--- config.mk ---
export PLATFORM = sky130hd
export DESIGN_NAME = banked_addr_decoder
export DESIGN_NICKNAME = d
export VERILOG_FILES = /design/src/rtl/adec_pkg.sv /design/src/rtl/adec_region_map.sv /design/src/rtl/adec_wram_bank.sv /design/src/rtl/adec_rd_return.sv /design/src/rtl/banked_addr_decoder.sv
export SDC_FILE = /design/constraint.sdc
export NUM_CORES = 1
export LEC_CHECK = 0
export ABC_CLOCK_PERIOD_IN_PS = 4800
export BUFFER_PORTS_ARGS = -buffer_cell sky130_fd_sc_hd__clkbuf_2
export CAP_MARGIN = 20
export CORE_UTILIZATION = 41
export CTS_CLUSTER_SIZE = 25
export DETAILED_ROUTE_END_ITERATION = 16
export PLACE_DENSITY = 0.87
export SYNTH_ARGS = -nofsm -noshare
export SYNTH_HDL_FRONTEND = slang
export SYNTH_SLANG_ARGS = --single-unit
--- constraint.sdc ---
create_clock -name clk -period 4.8 [get_ports clk]
set_input_delay 0.96 -clock clk [delete_from_list [all_inputs] [get_ports clk]]
set_output_delay 0.96 -clock clk [all_outputs]
set_load 0.02 [all_outputs]
--- src/rtl/adec_pkg.sv ---
`timescale 1ns/1ps
package adec_pkg;
    localparam int WIN_W   = 12;
    localparam int NUM_TGT = 9;
    localparam int IDX_W   = $clog2(NUM_TGT);

    localparam int T_ROM0 = 0;
    localparam int T_ROMX = 1;
    localparam int T_VRAM = 2;
    localparam int T_XRAM = 3;
    localparam int T_WRAM = 4;
    localparam int T_OAM  = 5;
    localparam int T_IO   = 6;
    localparam int T_HRAM = 7;
    localparam int T_IE   = 8;

    typedef enum logic [3:0] {
        RG_ROM0, RG_ROMX, RG_VRAM, RG_XRAM, RG_WRAM0, RG_WRAMX,
        RG_OAM, RG_HOLE, RG_IO, RG_HRAM, RG_IE
    } region_e;

    typedef enum logic [1:0] {
        RS_IDLE, RS_TARGET, RS_FLOAT
    } rd_state_e;
endpackage

--- src/rtl/adec_region_map.sv ---
`timescale 1ns/1ps
module adec_region_map
    import adec_pkg::*;
(
    input  logic [15:0] addr,
    output region_e     region
);
    always_comb begin
        unique case (addr[15:12])
            4'h0, 4'h1, 4'h2, 4'h3: region = RG_ROM0;
            4'h4, 4'h5, 4'h6, 4'h7: region = RG_ROMX;
            4'h8, 4'h9:             region = RG_VRAM;
            4'hA, 4'hB:             region = RG_XRAM;
            4'hC, 4'hE:             region = RG_WRAM0;
            4'hD:                   region = RG_WRAMX;
            default: begin
                if (addr < 16'hFE00)      region = RG_WRAMX;
                else if (addr < 16'hFEA0) region = RG_OAM;
                else if (addr < 16'hFF00) region = RG_HOLE;
                else if (addr < 16'hFF80) region = RG_IO;
                else if (addr != 16'hFFFF) region = RG_HRAM;
                else                      region = RG_IE;
            end
        endcase
    end
endmodule

--- src/rtl/adec_wram_bank.sv ---
`timescale 1ns/1ps
module adec_wram_bank #(
    parameter int DATA_W = 8,
    parameter int BANK_W = 3
) (
    input  logic              clk,
    input  logic              rst_n,
    input  logic              wr_en,
    input  logic [DATA_W-1:0] wdata,
    output logic [BANK_W-1:0] bank
);
    logic [BANK_W-1:0] low;
    logic              unused_hi_bits;

    assign low            = wdata[BANK_W-1:0];
    assign unused_hi_bits = ^wdata;

    always_ff @(posedge clk) begin
        if (!rst_n)
            bank <= BANK_W'(1);
        else if (wr_en)
            bank <= (low == '0) ? BANK_W'(1) : low;
    end


    bank_nonzero_chk: assert property (@(posedge clk) disable iff (!rst_n)
        bank != '0);

    bank_load_chk: assert property (@(posedge clk) disable iff (!rst_n)
        (wr_en && low != '0) |=> bank == $past(low));

    bank_zero_map_chk: assert property (@(posedge clk) disable iff (!rst_n)
        (wr_en && low == '0) |=> bank == BANK_W'(1));

    bank_hold_chk: assert property (@(posedge clk) disable iff (!rst_n)
        !wr_en |=> $stable(bank));
endmodule

--- src/rtl/adec_rd_return.sv ---
`timescale 1ns/1ps
module adec_rd_return
    import adec_pkg::*;
#(
    parameter int DATA_W = 8
) (
    input  logic                      clk,
    input  logic                      rst_n,
    input  logic                      rd_start,
    input  logic                      hit,
    input  logic [IDX_W-1:0]          idx,
    input  logic [NUM_TGT*DATA_W-1:0] tgt_rdata,
    output logic [DATA_W-1:0]         rdata,
    output logic                      rdata_vld
);
    rd_state_e         state, state_nx;
    logic [IDX_W-1:0]  idx_q;
    logic [DATA_W-1:0] slice [NUM_TGT];

    for (genvar g = 0; g < NUM_TGT; g++) begin : g_slice
        assign slice[g] = tgt_rdata[g*DATA_W +: DATA_W];
    end

    always_comb begin
        if (!rd_start)
            state_nx = RS_IDLE;
        else if (hit)
            state_nx = RS_TARGET;
        else
            state_nx = RS_FLOAT;
    end

    always_ff @(posedge clk) begin
        if (!rst_n) begin
            state <= RS_IDLE;
            idx_q <= '0;
        end else begin
            state <= state_nx;
            if (rd_start && hit)
                idx_q <= idx;
        end
    end

    always_comb begin
        rdata     = '1;
        rdata_vld = 1'b0;
        unique case (state)
            RS_IDLE:   rdata_vld = 1'b0;
            RS_TARGET: begin
                rdata_vld = 1'b1;
                rdata     = (idx_q < IDX_W'(NUM_TGT)) ? slice[idx_q] : '1;
            end
            RS_FLOAT:  rdata_vld = 1'b1;
            default:   rdata_vld = 1'b0;
        endcase
    end


    ret_valid_chk: assert property (@(posedge clk) disable iff (!rst_n)
        rd_start |=> rdata_vld);

    ret_idle_chk: assert property (@(posedge clk) disable iff (!rst_n)
        !rd_start |=> !rdata_vld);

    ret_float_chk: assert property (@(posedge clk) disable iff (!rst_n)
        (rd_start && !hit) |=> rdata == '1);
endmodule

--- src/rtl/banked_addr_decoder.sv ---
`timescale 1ns/1ps
module banked_addr_decoder
    import adec_pkg::*;
#(
    parameter int          DATA_W        = 8,
    parameter int          BANK_W        = 3,
    parameter logic [15:0] BANK_REG_ADDR = 16'hFF70
) (
    input  logic                      clk,
    input  logic                      rst_n,
    input  logic [15:0]               cpu_addr,
    input  logic                      cpu_rd,
    input  logic                      cpu_wr,
    input  logic [DATA_W-1:0]         cpu_wdata,
    input  logic [1:0]                vid_mode,
    input  logic                      xram_en,
    input  logic [NUM_TGT*DATA_W-1:0] tgt_rdata,
    output logic [NUM_TGT-1:0]        tgt_sel,
    output logic                      tgt_we,
    output logic                      mapper_wr,
    output logic [BANK_W+WIN_W-1:0]   local_addr,
    output logic [DATA_W-1:0]         cpu_rdata,
    output logic                      rdata_vld,
    output logic [BANK_W-1:0]         dbg_bank
);
    localparam int LA_W = BANK_W + WIN_W;

    region_e           region;
    logic [BANK_W-1:0] bank;
    logic              access;
    logic              hit;
    logic [IDX_W-1:0]  idx;
    logic [LA_W-1:0]   la;

    assign access = cpu_rd | cpu_wr;

    adec_region_map u_map (
        .addr   (cpu_addr),
        .region (region)
    );

    adec_wram_bank #(.DATA_W(DATA_W), .BANK_W(BANK_W)) u_bank (
        .clk   (clk),
        .rst_n (rst_n),
        .wr_en (cpu_wr && (cpu_addr == BANK_REG_ADDR)),
        .wdata (cpu_wdata),
        .bank  (bank)
    );

    always_comb begin
        hit = 1'b0;
        idx = '0;
        la  = '0;
        unique case (region)
            RG_ROM0: begin
                hit = cpu_rd;
                idx = IDX_W'(T_ROM0);
                la  = LA_W'(cpu_addr[13:0]);
            end
            RG_ROMX: begin
                hit = cpu_rd;
                idx = IDX_W'(T_ROMX);
                la  = LA_W'(cpu_addr[13:0]);
            end
            RG_VRAM: begin
                hit = access && (vid_mode != 2'd3);
                idx = IDX_W'(T_VRAM);
                la  = LA_W'(cpu_addr[12:0]);
            end
            RG_XRAM: begin
                hit = access && xram_en;
                idx = IDX_W'(T_XRAM);
                la  = LA_W'(cpu_addr[12:0]);
            end
            RG_WRAM0: begin
                hit = access;
                idx = IDX_W'(T_WRAM);
                la  = {{BANK_W{1'b0}}, cpu_addr[WIN_W-1:0]};
            end
            RG_WRAMX: begin
                hit = access;
                idx = IDX_W'(T_WRAM);
                la  = {bank, cpu_addr[WIN_W-1:0]};
            end
            RG_OAM: begin
                hit = access && !vid_mode[1];
                idx = IDX_W'(T_OAM);
                la  = LA_W'(cpu_addr[7:0]);
            end
            RG_HOLE: hit = 1'b0;
            RG_IO: begin
                hit = access;
                idx = IDX_W'(T_IO);
                la  = LA_W'(cpu_addr[6:0]);
            end
            RG_HRAM: begin
                hit = access;
                idx = IDX_W'(T_HRAM);
                la  = LA_W'(cpu_addr[6:0]);
            end
            RG_IE: begin
                hit = access;
                idx = IDX_W'(T_IE);
            end
            default: hit = 1'b0;
        endcase
    end

    for (genvar g = 0; g < NUM_TGT; g++) begin : g_sel
        assign tgt_sel[g] = hit && (idx == IDX_W'(g));
    end

    assign tgt_we     = cpu_wr && hit;
    assign mapper_wr  = cpu_wr && ((region == RG_ROM0) || (region == RG_ROMX));
    assign local_addr = hit ? la : '0;
    assign dbg_bank   = (region == RG_WRAMX) ? bank : '0;

    adec_rd_return #(.DATA_W(DATA_W)) u_ret (
        .clk       (clk),
        .rst_n     (rst_n),
        .rd_start  (cpu_rd),
        .hit       (hit),
        .idx       (idx),
        .tgt_rdata (tgt_rdata),
        .rdata     (cpu_rdata),
        .rdata_vld (rdata_vld)
    );


    sel_onehot_chk: assert property (@(posedge clk) disable iff (!rst_n)
        $onehot0(tgt_sel));

    sel_idle_chk: assert property (@(posedge clk) disable iff (!rst_n)
        !(cpu_rd || cpu_wr) |-> tgt_sel == '0);

    mapper_excl_chk: assert property (@(posedge clk) disable iff (!rst_n)
        mapper_wr |-> (tgt_sel == '0 && !tgt_we));

    vram_gate_chk: assert property (@(posedge clk) disable iff (!rst_n)
        (vid_mode == 2'd3) |-> !tgt_sel[T_VRAM]);

    oam_gate_chk: assert property (@(posedge clk) disable iff (!rst_n)
        vid_mode[1] |-> !tgt_sel[T_OAM]);

    xram_gate_chk: assert property (@(posedge clk) disable iff (!rst_n)
        !xram_en |-> !tgt_sel[T_XRAM]);

    we_read_chk: assert property (@(posedge clk) disable iff (!rst_n)
        !cpu_wr |-> !tgt_we);
endmodule

==> metrics.md <==
| Metric | Value |
|---|---|
| Status | finished clean |
| IO Port Bufs | 135 |
| Max incr delay on CP | 0.40 ns |
| Hold Path Depth | 2 |
| Vias post-DR | 1859 |
| Core area | 0.00347 mm2 |
| Most frequent cells in the layout | clkbuf_2 (135), nand2_1 (17), and2_1 (14), nor2_1 (14) |
| N_diodes | 0 |
| Min-delay src | u_bank.bank[2]$_SDFFE_PN0P_ |
| Placer Congestion | 0.892 |
| Layout Nets | 403 |
| Adder-cell area share of the yosys netlist | 0.809% |
| Yosys warnings | 0 |
| RSZ-0062 raised after global routing | false |
| Yosys top cell by area | mux4_1 |
| FMAX | 0.282 GHz |
| Rows | 21 |
| CTS tree | built |
| Clk Latency, worst-skew pair | 0.23 ns |
| Initial DRC count | 110 |
| Final setup violation count | 0 |
| Setup TNS | 0 ns |
| FFs w/ async S/R, synth | 0% |
| Leak | 1.10 nW |
| Pin count of the biggest net entering global routing | 19 |
| Critical Path Fanout Max | 13 |
| # IOs | 141 |
| Die height | 63.4 um |
| Worst path required time | 3.84 ns |
| PwrDens | 152 mW/mm2 |
| Area grow syn2layout | 45.1% |
| Worst Clk Skew | 0 ns |
| Die area | 0.00402 mm2 |
| Average wire per standard cell | 14.3 um |
| Clock Path Buffers | 2 |
| Most frequent CP cell | clkbuf_2 |
| Hold Buf Count CTS | 0 |
| Crit path launch type | primary input |
| HPWL Detailed | 4.14 mm |
| Postcts setup bufs | 0 |
| CTS-repair resized insts | 0 |
| Ys flop type | dfxtp_1 |
| Yosys cell types | 50 |
| Detail Route Antenna Nets | 0 |
| Crit path cell chain | clkbuf_2, nand2_1, nor3_4, and3_4, o21ai_2, nor3b_1, clkbuf_2 |
| Register area share after synthesis | 11.7% |
| Cell Area, Synth | 0.00155 mm2 |
| Synth area leaders | mux4_1 (15%), dfxtp_1 (12%), mux4_2 (10%) |
| Top cell type's share of synthesized area | 15.3% |
| Root buf cell | clkbuf_8 |
| Xor/xnor cell area share of the yosys netlist | 0% |
| Util after Layout | 64.7% |
| Avg Cell Area, Syn | 8.99 um2 |
| Slew HR | 36.1% |
| Reg2Reg Depth | 2 |
| CTS Buf Count | 3 |
| Mapped Cells | 172 |
| Worst R2R Start | u_ret.idx_q[0]$_SDFFE_PN0P_ |
| DRC viols | 0 |
| Synthesized flop and latch total | 9 |
| Worst slew pin tran | 0.958 ns |
| Syn Nets | 276 |
| Vias in the first global route | 1765 |
| Main combinational cell family by area after synthesis | multiplexers |
| Mux contribution to synthesized area | 34.5% |
| Synth Area in Compound Gates | 12.1% |
| Number of synthesized flops with an enable pin | 0 |
| Die Width | 63.4 um |
| Simple-gate share of the synthesized area | 33.7% |
| R2R Path End | u_ret.idx_q[0]$_SDFFE_PN0P_ |
| Part of the cycle the worst path needs | 73.9% |
| Final WL | 4.92 mm |
| H-tree depth | 1 |
| R2r setup slk | 3.53 ns |
| Total GRT Usage | 23.8% |
| Share of cells above drive strength 1 | 54.7% |
| Final slew viol count | 0 |
| Hold Crit Class | register to register |
| Crit path kind | primary input to output port |
| Clock sinks | 9 |
| Final hold vios | 0 |
| Fillers | 303 |
| Commonest non-fill, non-tap cell in the layout | clkbuf_2 |
| DRT Pass-1 Iters | 4 |
| GRT overflow | 0 |
| First-pass GRT wire length | 7.73 mm |
| CP endpoint kind | output port |
| Crit-path slowest cell | nor3_4 |
| Initial core utilization | 44.6% |
| Max-Cap Viols | 0 |
| Clock slew at reported path FFs | 0.04 ns |
| Hold endpoint | u_bank.bank[2]$_SDFFE_PN0P_ |
| Drt via density | 5.40 |
| Arrival time worst endpoint | 2.59 ns |
| Peak VDD IR | 0.132 mV |
| Post-layout minimum cycle time | 3.55 ns |
| Initial antenna violation count | 0 |
[kinds of logic after synthesis]
family | after synthesis
simple gates | 87
mux | 29
compound gates | 25
buf+inv | 21
flops | 9
fa+ha+maj | 1
[critical path: cells and delay by family]
kind | cells | cell delay [ns]
compound gates | 1 | 0.12
buf+inv | 2 | 0.43
simple gates | 4 | 1.09
[per-layer routing]
metal | global-route usage (%) | vias up | share of wire, %
met1 | 24.2 | 840 | 37
met5 | 0 | - | 0
met2 | 46.5 | 98 | 52
met4 | 7.10 | 0 | 1.4
met3 | 5.98 | 6 | 8.7
li1 | - | 915 | -
[sequential cells by signal, summed over array words and instances, names as in the netlist]
register     count
u_ret.idx_q      4
u_bank.bank      3
u_ret.state      2
[synthesized netlist by cell type (2+ instances only)]
cell type / count
mux4_1: 9
a21oi_1: 3
nor3_1: 5
nor2b_1: 3
nand4_1: 3
nand3b_1: 3
nor2_1: 14
mux2i_1: 5
nor4_1: 5
mux2_2: 8
buf_1: 2
nand2b_1: 3
nand3_1: 4
dfxtp_1: 9
and2_1: 14
clkbuf_1: 2
and3_1: 2
nor3b_1: 2
mux4_2: 7
o21ai_0: 2
o21ai_2: 2
inv_1: 8
nor4bb_1: 2
nand2_1: 17
o22ai_1: 7
buf_2: 6
o21ai_1: 2
[metrics by stage]
step           total power, mW  setup WS (ns)  cells  hold WS (ns)  area (um2)
2_1_floorplan            0.193           1.37    172         0.452        1550
3_3_place_gp             0.253           1.29    340         0.482        2200
3_5_place_dp             0.257           1.25    340         0.496        2200
4_1_cts                  0.344           1.24    344         0.506        2240
5_1_grt                  0.365           1.07    344         0.553        2240
6_report                 0.341           1.25    344         0.502        2240
[report_power, final]
| group | total [mW] | internal (mW) | switching [mW] |
|---|---|---|---|
| registers | 0.0867 | 0.0774 | 0.00930 |
| clock network | 0.0857 | 0.0577 | 0.0280 |
| logic | 0.169 | 0.0904 | 0.0787 |
| total | 0.341 | 0.225 | 0.116 |
[how the worst max path moves through the flow]
stage / cells past startpoint / end / startpoint
floorplan: 6 / tgt_sel[1] / cpu_addr[8]
global placement: 7 / tgt_sel[1] / cpu_addr[15]
detailed placement: 7 / tgt_sel[1] / cpu_addr[15]
CTS: 7 / tgt_sel[1] / cpu_addr[15]
global route: 7 / tgt_sel[1] / cpu_addr[14]
finish: 7 / tgt_sel[1] / cpu_addr[15]
[layout make-up]
type,count,area (um2),share of cell area (%)
Tap cell,46,57.6,2.57
Multi-Input combinational cell,142,1250,55.9
Sequential cell,9,180,8.03
Inverter,8,30.0,1.34
Timing Repair Buffer,135,676,30.1
Clock buffer,4,45.0,2.01
Note: power is estimated with default switching activity, not from simulation.
